**src/rtl/dbg_entry_pkg.sv**
```systemverilog
package dbg_entry_pkg;

    typedef enum logic [1:0] {
        ST_RUN  = 2'd0,
        ST_FRZ  = 2'd1,
        ST_DBG  = 2'd2,
        ST_HALT = 2'd3
    } dbg_state_e;

    localparam logic [15:0] BGND_OPCODE = 16'h4AFA;
    localparam logic [7:0]  BKPT_VECTOR = 8'h0C;

    typedef struct packed {
        dbg_state_e  st;
        logic [31:0] atemp;
        logic        src_rd;
        logic        bkpt_exc;
        logic        bkpt_cyc;
        logic        ill_trap;
        logic        pc_force;
    } ctl_s;

endpackage

```
**src/rtl/dbl_fault_det.sv**
```systemverilog
module dbl_fault_det (
    input  logic clk,
    input  logic rst_n,
    input  logic arm,
    input  logic bus_fault,
    input  logic bus_done,
    output logic dbl
);
    logic pend_d, pend_q;

    always_comb begin
        pend_d = pend_q;
        dbl    = arm & bus_fault & pend_q;
        if (!arm) begin
            pend_d = 1'b0;
        end else if (bus_fault) begin
            // a second fault is consumed by the double-fault event
            pend_d = ~pend_q;
        end else if (bus_done) begin
            pend_d = 1'b0;
        end
    end

    always_ff @(posedge clk or negedge rst_n) begin
        if (!rst_n) pend_q <= 1'b0;
        else        pend_q <= pend_d;
    end
endmodule

```
**src/rtl/src_pick.sv**
```systemverilog
module src_pick #(
    parameter int DATA_W = 32
) (
    input  logic                  dbf,
    input  logic                  bkpt,
    input  logic                  bgnd,
    input  logic [DATA_W/2-1:0]   ssw,
    output logic                  pick_dbf,
    output logic                  pick_bkpt,
    output logic                  pick_bgnd,
    output logic [DATA_W-1:0]     code
);
    localparam int HALF = DATA_W / 2;

    always_comb begin
        pick_dbf  = dbf;
        pick_bkpt = bkpt & ~dbf;
        pick_bgnd = bgnd & ~dbf & ~bkpt;
        code      = '0;
        if (pick_dbf)       code = {ssw, {HALF{1'b1}}};
        else if (pick_bgnd) code = {{(DATA_W-1){1'b0}}, 1'b1};
    end
endmodule

```
**src/rtl/dbg_entry_ctrl.sv**
```systemverilog
module dbg_entry_ctrl
    import dbg_entry_pkg::*;
#(
    parameter int DATA_W = 32,
    parameter int OP_W   = 16
) (
    input  logic                clk,
    input  logic                rst_n,
    input  logic                dbg_en,
    input  logic                bkpt_req,
    input  logic                opcode_valid,
    input  logic [OP_W-1:0]     opcode,
    input  logic                bus_fault,
    input  logic                bus_done,
    input  logic                reset_fetch,
    input  logic [DATA_W/2-1:0] ssw,
    input  logic [DATA_W-1:0]   pc_in,
    input  logic                rsreg_cmd,
    input  logic                dbg_wr,
    input  logic [DATA_W-1:0]   dbg_wdata,
    input  logic                resume,
    output logic                freeze,
    output logic                ser_en,
    output logic [DATA_W-1:0]   atemp,
    output logic                source_read,
    output logic                bkpt_exc,
    output logic [7:0]          exc_vector,
    output logic                bkpt_ack_cyc,
    output logic                illegal_trap,
    output logic                halted,
    output logic [DATA_W-1:0]   pc_out
);
    ctl_s c_d, c_q;

    logic running, bgnd_hit, bkpt_hit, dbf_hit;
    logic pick_dbf, pick_bkpt, pick_bgnd, any_src;
    logic [DATA_W-1:0] code;

    assign running  = (c_q.st == ST_RUN);
    assign bgnd_hit = running & opcode_valid & (opcode == OP_W'(BGND_OPCODE));
    assign bkpt_hit = running & bkpt_req;

    dbl_fault_det u_fault (
        .clk       (clk),
        .rst_n     (rst_n),
        .arm       (running),
        .bus_fault (bus_fault),
        .bus_done  (bus_done),
        .dbl       (dbf_hit)
    );

    src_pick #(.DATA_W(DATA_W)) u_pick (
        .dbf       (dbf_hit),
        .bkpt      (bkpt_hit),
        .bgnd      (bgnd_hit),
        .ssw       (ssw),
        .pick_dbf  (pick_dbf),
        .pick_bkpt (pick_bkpt),
        .pick_bgnd (pick_bgnd),
        .code      (code)
    );

    assign any_src = pick_dbf | pick_bkpt | pick_bgnd;

    always_comb begin
        c_d          = c_q;
        c_d.bkpt_exc = 1'b0;
        c_d.bkpt_cyc = 1'b0;
        c_d.ill_trap = 1'b0;
        case (c_q.st)
            ST_RUN: begin
                if (pick_dbf && reset_fetch) c_d.pc_force = 1'b1;
                if (any_src) begin
                    if (dbg_en) begin
                        c_d.st     = ST_FRZ;
                        c_d.atemp  = DATA_W'(code);
                        c_d.src_rd = 1'b0;
                    end else if (pick_dbf) begin
                        c_d.st = ST_HALT;
                    end else if (pick_bkpt) begin
                        c_d.bkpt_exc = 1'b1;
                        c_d.bkpt_cyc = 1'b1;
                    end else begin
                        c_d.ill_trap = 1'b1;
                    end
                end
            end
            ST_FRZ: begin
                // freeze first; the serial port follows a cycle later
                c_d.st = ST_DBG;
                if (resume) begin
                    c_d.st       = ST_RUN;
                    c_d.pc_force = 1'b0;
                end
            end
            ST_DBG: begin
                if (rsreg_cmd)            c_d.src_rd = 1'b1;
                if (dbg_wr && c_q.src_rd) c_d.atemp  = dbg_wdata;
                if (resume) begin
                    c_d.st       = ST_RUN;
                    c_d.src_rd   = 1'b0;
                    c_d.pc_force = 1'b0;
                end
            end
            default: begin
                c_d.st = ST_HALT;
            end
        endcase
    end

    always_ff @(posedge clk or negedge rst_n) begin
        if (!rst_n) begin
            c_q <= '{st: ST_RUN, atemp: '0, src_rd: 1'b0, bkpt_exc: 1'b0,
                     bkpt_cyc: 1'b0, ill_trap: 1'b0, pc_force: 1'b0};
        end else begin
            c_q <= c_d;
        end
    end

    assign freeze       = (c_q.st == ST_FRZ) | (c_q.st == ST_DBG);
    assign ser_en       = (c_q.st == ST_DBG);
    assign atemp        = c_q.atemp;
    assign source_read  = c_q.src_rd;
    assign bkpt_exc     = c_q.bkpt_exc;
    assign exc_vector   = c_q.bkpt_exc ? BKPT_VECTOR : 8'h00;
    assign bkpt_ack_cyc = c_q.bkpt_cyc;
    assign illegal_trap = c_q.ill_trap;
    assign halted       = (c_q.st == ST_HALT);
    assign pc_out       = c_q.pc_force ? {DATA_W{1'b1}} : {pc_in[DATA_W-1:1], 1'b0};

endmodule

```
**config.mk**
```make
export PLATFORM = sky130hd
export DESIGN_NAME = dbg_entry_ctrl
export DESIGN_NICKNAME = d
export VERILOG_FILES = /design/src/rtl/dbg_entry_pkg.sv /design/src/rtl/dbl_fault_det.sv /design/src/rtl/src_pick.sv /design/src/rtl/dbg_entry_ctrl.sv
export SDC_FILE = /design/constraint.sdc
export NUM_CORES = 1
export LEC_CHECK = 0
export BUFFER_PORTS_ARGS = -buffer_cell sky130_fd_sc_hd__buf_4
export CAP_MARGIN = 20
export CORE_MARGIN = 2
export CORE_UTILIZATION = 30
export CTS_CLUSTER_DIAMETER = 200
export DETAILED_ROUTE_END_ITERATION = 12
export HOLD_SLACK_MARGIN = 0.12
export SYNTH_ARGS = -nofsm -noshare
export SYNTH_HDL_FRONTEND = slang
export SYNTH_SLANG_ARGS = --single-unit
```
**constraint.sdc**
```tcl
create_clock -name clk -period 2.8 [get_ports clk]
set_clock_uncertainty 0.1 [all_clocks]
set_input_delay 0.28 -clock clk [delete_from_list [all_inputs] [get_ports clk]]
set_output_delay 0.28 -clock clk [all_outputs]
set_load 0.02 [all_outputs]
```
-- Yosys cells after proc, flatten, opt, wreduce, memory -nomap -nowiden
Index checks and enable logic that the tools add are counted.
- register bits after elaboration: 40
- logic and storage cells: 71
- input bits: 107
- bitwise logic cells: 14
- mux-type cells: 26
- equality and inequality tests: 13
- reduce and logical (&&, ||, !) cells: 10
- operator list (operator ; count):
    $mux 32 ; 3
    $pmux 33 s2 ; 1
    $mux 38 ; 1
    $mux 33 ; 1
    $eq 16x15->1 const B ; 1
    $mux 2 ; 5
    $mux 1 ; 9
    $mux 3 ; 3
    $and 1x1->1 ; 8
    $ne 2x1->1 const B ; 4
    $reduce_and 4->1 ; 2
    $ne 3x3->1 const B ; 2
    $pmux 2 s3 ; 1
    $reduce_and 3->1 ; 2
    $eq 2x2->1 const B ; 2
    $mux 4 ; 1
    $ne 2x2->1 const B ; 2
    $reduce_bool 2->1 ; 2
    $ne 3x2->1 const B ; 1
    $not 1->1 ; 3
    $or 1x1->1 ; 3
    $eq 2x1->1 const B ; 1
    $logic_and 1x1->1 ; 2
    $logic_not 2->1 ; 1
    2 further kinds ; 2

-- Logic depth before layout (Yosys ltp)
- word-level depth: 11
- gate-level depth with buffers: 9

-- Modules after synthesis
From an unflattened synthesis, not the netlist that was laid out.
- cells, all modules: 336
- area total of the unflattened synthesis: 3150.5 um^2
- by module, submodules not included (module ; cells an instance ; times used ; area each (um^2) ; sequential area each (um^2)):
    dbg_entry_ctrl ; 294 ; 1 ; 2830.2 ; 950.9
    src_pick ; 37 ; 1 ; 271.5 ; 0.0
    dbl_fault_det ; 5 ; 1 ; 48.8 ; 25.0

-- Least setup slack after synthesis
OpenSTA, ideal clock, no wires.
- path type: register to register
- from: register c_q[37] in the netlist's numbering
- to: register c_q (netlist bit atemp[22])
- arrival: 1935 ps
- cell stages (with the launch flop): 9
- data required time: 2575 ps
- slack: 640 ps
- clock period less this slack: 2160 ps
- cell sequence: dfrtp_1 -> inv_1 -> ha_1 -> buf_2 -> and4b_1 -> clkbuf_1 -> clkbuf_1 -> a22o_1 -> mux2_4
- RTL lines (element ; line ; text):
    from (decl) ; dbg_entry_ctrl.sv:33 ; ctl_s c_d, c_q;
    from (signal assigned) ; dbg_entry_ctrl.sv:113 ; c_q <= '{st: ST_RUN, atemp: '0, src_rd: 1'b0, bkpt_exc: 1'b0,
    $eq 2x2->1 (*) ; - ;
    named net ser_en ; dbg_entry_ctrl.sv:23 ; output logic ser_en,
    $ne 2x1->1 (no source line) / $reduce_bool 2->1 (equally long branches) ; - ;
    $reduce_and 4->1 (no source line) ; - ;
The timed path passes the listed nets; every way through them passes the cells marked *. The select of a mux whose other input is x is not followed.
A chain may end at the register's enable or synchronous reset.

-- Final worst setup path
- from: register c_q[38] in the netlist's numbering
- to: register c_q (netlist bit atemp[27])
- word-level cells in the longest chain between the ends: 9
- ends and longest elaborated chain (element ; line ; text):
    $logic_not 2->1 ; dbg_entry_ctrl.sv:39, dbg_entry_ctrl.sv:70 ;
    $and 1x1->1 (2 in a row) ; dbl_fault_det.sv:13 ; dbl = arm & bus_fault & pend_q;
    $not 1->1 ; src_pick.sv:17, src_pick.sv:18 ;
    $and 1x1->1, on equally long branches ; src_pick.sv:17, src_pick.sv:18 ;
    $or 1x1->1 / $and 1x1->1 (equally long branches) ; dbg_entry_ctrl.sv:63, src_pick.sv:18 ;
    $or 1x1->1 ; dbg_entry_ctrl.sv:63 ; assign any_src = pick_dbf | pick_bkpt | pick_bgnd;
    $ne 2x1->1 (no source line) ; - ;
    $reduce_and 4->1 (no source line) ; - ;
Parallel ways exist; a longest one is shown, timed or not. The select of a mux whose other input is x is not followed.

==> impl_metrics.toml <==
[routing]
drc_errors = 0
routedWlPerCell_um = 14.2
firstDrtPassIters = 4
avgViaCountPerCell = 4.45
ant_nets = 0
num_vias = 2288
drt_iter0_markers = 30
drt_wl_total_um = 7280

[floorplanning]
die_h_um = 97.9
die_w_um = 97.9
start_util = 0.306
io_pins = 186
fp-row-count = 34
dieArea_sq_um = 9580
coreArea_sq_um = 8640

[layout]
diodes = 0
drive_above_1_share = 0.594
final_cell_mix = "buf_4 (183), dfrtp_1 (39), or2_2 (31), inv_1 (21), a21oi_1 (20)"
fill_cells = 867
area_delta_synth_final_pct = 47.1
final_core_util = 0.450
final_common_cell = "buf_4"
finalNetCount = 516

[power]
p_leak_nw = 2.08
pwr-share-comb = 0.635
switching_share = 0.428
peakVddDrop_mv = 0.380
p_int_w = 0.00208
powerDensity_nw_per_um2 = 933
switchingPower_w = 0.00155
clkPwrFrac = 0.103
seq_power_share = 0.262

[grt]
grtUsageTotal = 0.145
antenna_found_initial = 0
grt_pass1_vias = 2399
gr-total-overflow = 0
grt_max_degree = 40
grt_pass1_wl_um = 11500

[clock_tree]
clk_pin_slew_ns = 0.08
clockBufferDepth = 2
clock-sinks = 39
tritoncts = "built"
postCtsSetupRepairBufs = 0
cts_resized = 0
htreeDepth = 2
ctsHoldBuffers = 2
root_buffer = "clkbuf_8"
insertion_delay_ns = 0.28
numCtsBuffers = 5

[flow_run]
maxCapViolations = 0

[sta]
maxSlewHeadroom = 0.502
fin_setup_tns_ns = 0
rsz0062_at_grt = "false"
worst_pin_slew_ns = 0.748
period_minus_slack_ns = 2.39
post-route-period-util = 0.855
fmaxAchievable_ghz = 0.418
maxSlewViolCount = 0
setup_viol = 0
hold_viol_final = 0
setup_ws_ns = 0.407

[synthesis]
synth_top_area_share = 0.369
synth.cell_area_sq_um = 2640
ys_seq_elements = 39
yosysWarnings = 0
seq_area_frac_synth = 0.369
synth_area_leaders = "dfrtp_1 (37%), buf_4 (13%), mux2_4 (8.0%)"
netlist_instances = 265
synth_cell_types = 37
synth_top_area_cell = "dfrtp_1"
avgSynthCellArea_sq_um = 9.98

[min_path]
min_path_type = "in2reg"

[critical_path]
required_ns = 2.87
crit_start = "c_q[38]$_DFFE_PN0P_"
cp_num_cells = 7
crit_end = "atemp[27]$_DFFE_PN0P_"
ff2ff_setup_slack_ns = 0.41
path_buf_inv = 2
critPathTopFamily = "multiplexers"
cp-end-kind = "register"
worstPathCellList = "inv_1 -> ha_1 -> mux2i_1 -> nor2_1 -> a31oi_4 -> buf_12 -> mux2_2"
critPathMaxStageDelay_ns = 0.42
worstReg2RegEnd = "atemp[27]$_DFFE_PN0P_"
startpoint_type = "register"
path_class = "reg2reg"
cpMaxStageDelayCell = "dfrtp_1"
r2r_cells = 7
r2r_start = "c_q[38]$_DFFE_PN0P_"
crit_arrival_ns = 2.47
crit_fanout = 32

[placement]
dpl_worst_slack_ns = 0.392
post-dp-hpwl_um = 5720
place.gp.congestion = 0.758
port_buffers = 178

[outcome]
status = "finished, final reports clean"
==> kinds of logic (layout without fill, tap and decap cells) <==
kind of cell / count (synthesis) / after routing / synth area share
buffers and inverters: 79 / 215 / 0.183
muxes: 33 / 33 / 0.152
AOI/OAI and AO/OA: 46 / 46 / 0.128
adders and majority gates: 4 / 4 / 0.0189
DFF: 39 / 39 / 0.369
and+or+nand+nor: 63 / 63 / 0.147
other: 1 / 6 / 0.00142
==> worst min-delay path by stage <==
stage	to	start	cells past startpoint
2_1_floorplan	atemp[0]$_DFFE_PN0P_	rst_n	0
3_3_place_gp	atemp[12]$_DFFE_PN0P_	rst_n	1
3_5_place_dp	atemp[15]$_DFFE_PN0P_	rst_n	1
4_1_cts	bkpt_ack_cyc$_DFF_PN0_	bkpt_req	2
5_1_grt	illegal_trap$_DFF_PN0_	opcode[2]	3
6_report	bkpt_ack_cyc$_DFF_PN0_	bkpt_req	2
==> worst reg2reg max path, cell delays in order, from the launching register on <==
cell and delay [ns]:
dfrtp_1 0.42, inv_1 0.09, ha_1 0.36, mux2i_1 0.37, nor2_1 0.13, a31oi_4 0.20
buf_12 0.26, mux2_2 0.37
==> layout make-up <==
cell class	count	area, sq um	area share
multi-input combinational	152	1200	0.309
clock buffer	5	68.8	0.0177
clock inverter	3	15.0	0.00386
inverter	21	78.8	0.0203
sequential	39	976	0.251
tap	108	135	0.0347
timing repair buffer	186	1410	0.363
==> routing by layer <==
layer  global-route usage  routed length, um  vias up
met3               0.0293                459        7
met5                    0                  0        -
met2                0.236               3510       81
met4               0.0438                 86        0
li1                     -                  -     1131
met1                0.196               3230     1069
==> power groups by stage <==
stage | combinational [W] | sequential [W] | clock [W]
after floorplan | 0.00179 | 0.000895 | 0
after global placement | 0.00231 | 0.000954 | 0
after detailed placement | 0.00233 | 0.000962 | 0
after CTS | 0.00234 | 0.000953 | 0.000396
after global routing | 0.00247 | 0.000989 | 0.000415
final | 0.00231 | 0.000951 | 0.000373
==> cells in the mapped netlist (all sizes together) <==
cell and count:
buf 50, dfrtp 39, or2 31, inv 21, a21oi 20, a22o 17, mux2i 17, mux2 16
clkbuf 8, nor2 7, ha 4, nand3 4, nand4b 3, nor2b 3, nor3 3, a21o 2
a31oi 2, and4b 2, nand2 2, a21boi 1, a22oi 1, a311oi 1, a32oi 1, and3 1
and4 1, conb 1, nand3b 1, nand4 1, nor3b 1, nor4 1, nor4b 1, nor4bb 1
o21a 1
==> state kept, by name, summed over array words and instances (netlist names) <==
signal          count
source_read         1
u_fault.pend_q      1
atemp              32
illegal_trap        1
bkpt_ack_cyc        1
c_q                 3
==> per-stage QoR <==
step           hold slack [ns]  std cells  instance area (sq um)  power, W
2_1_floorplan           -0.116        270                   2660   0.00269
3_3_place_gp             0.197        504                   3790   0.00326
3_5_place_dp             0.201        504                   3790   0.00329
5_1_grt                  0.147        514                   3890   0.00387
6_report                 0.144        514                   3890   0.00363
4_1_cts                  0.128        514                   3890   0.00369
(Power assumes the default switching activity.)
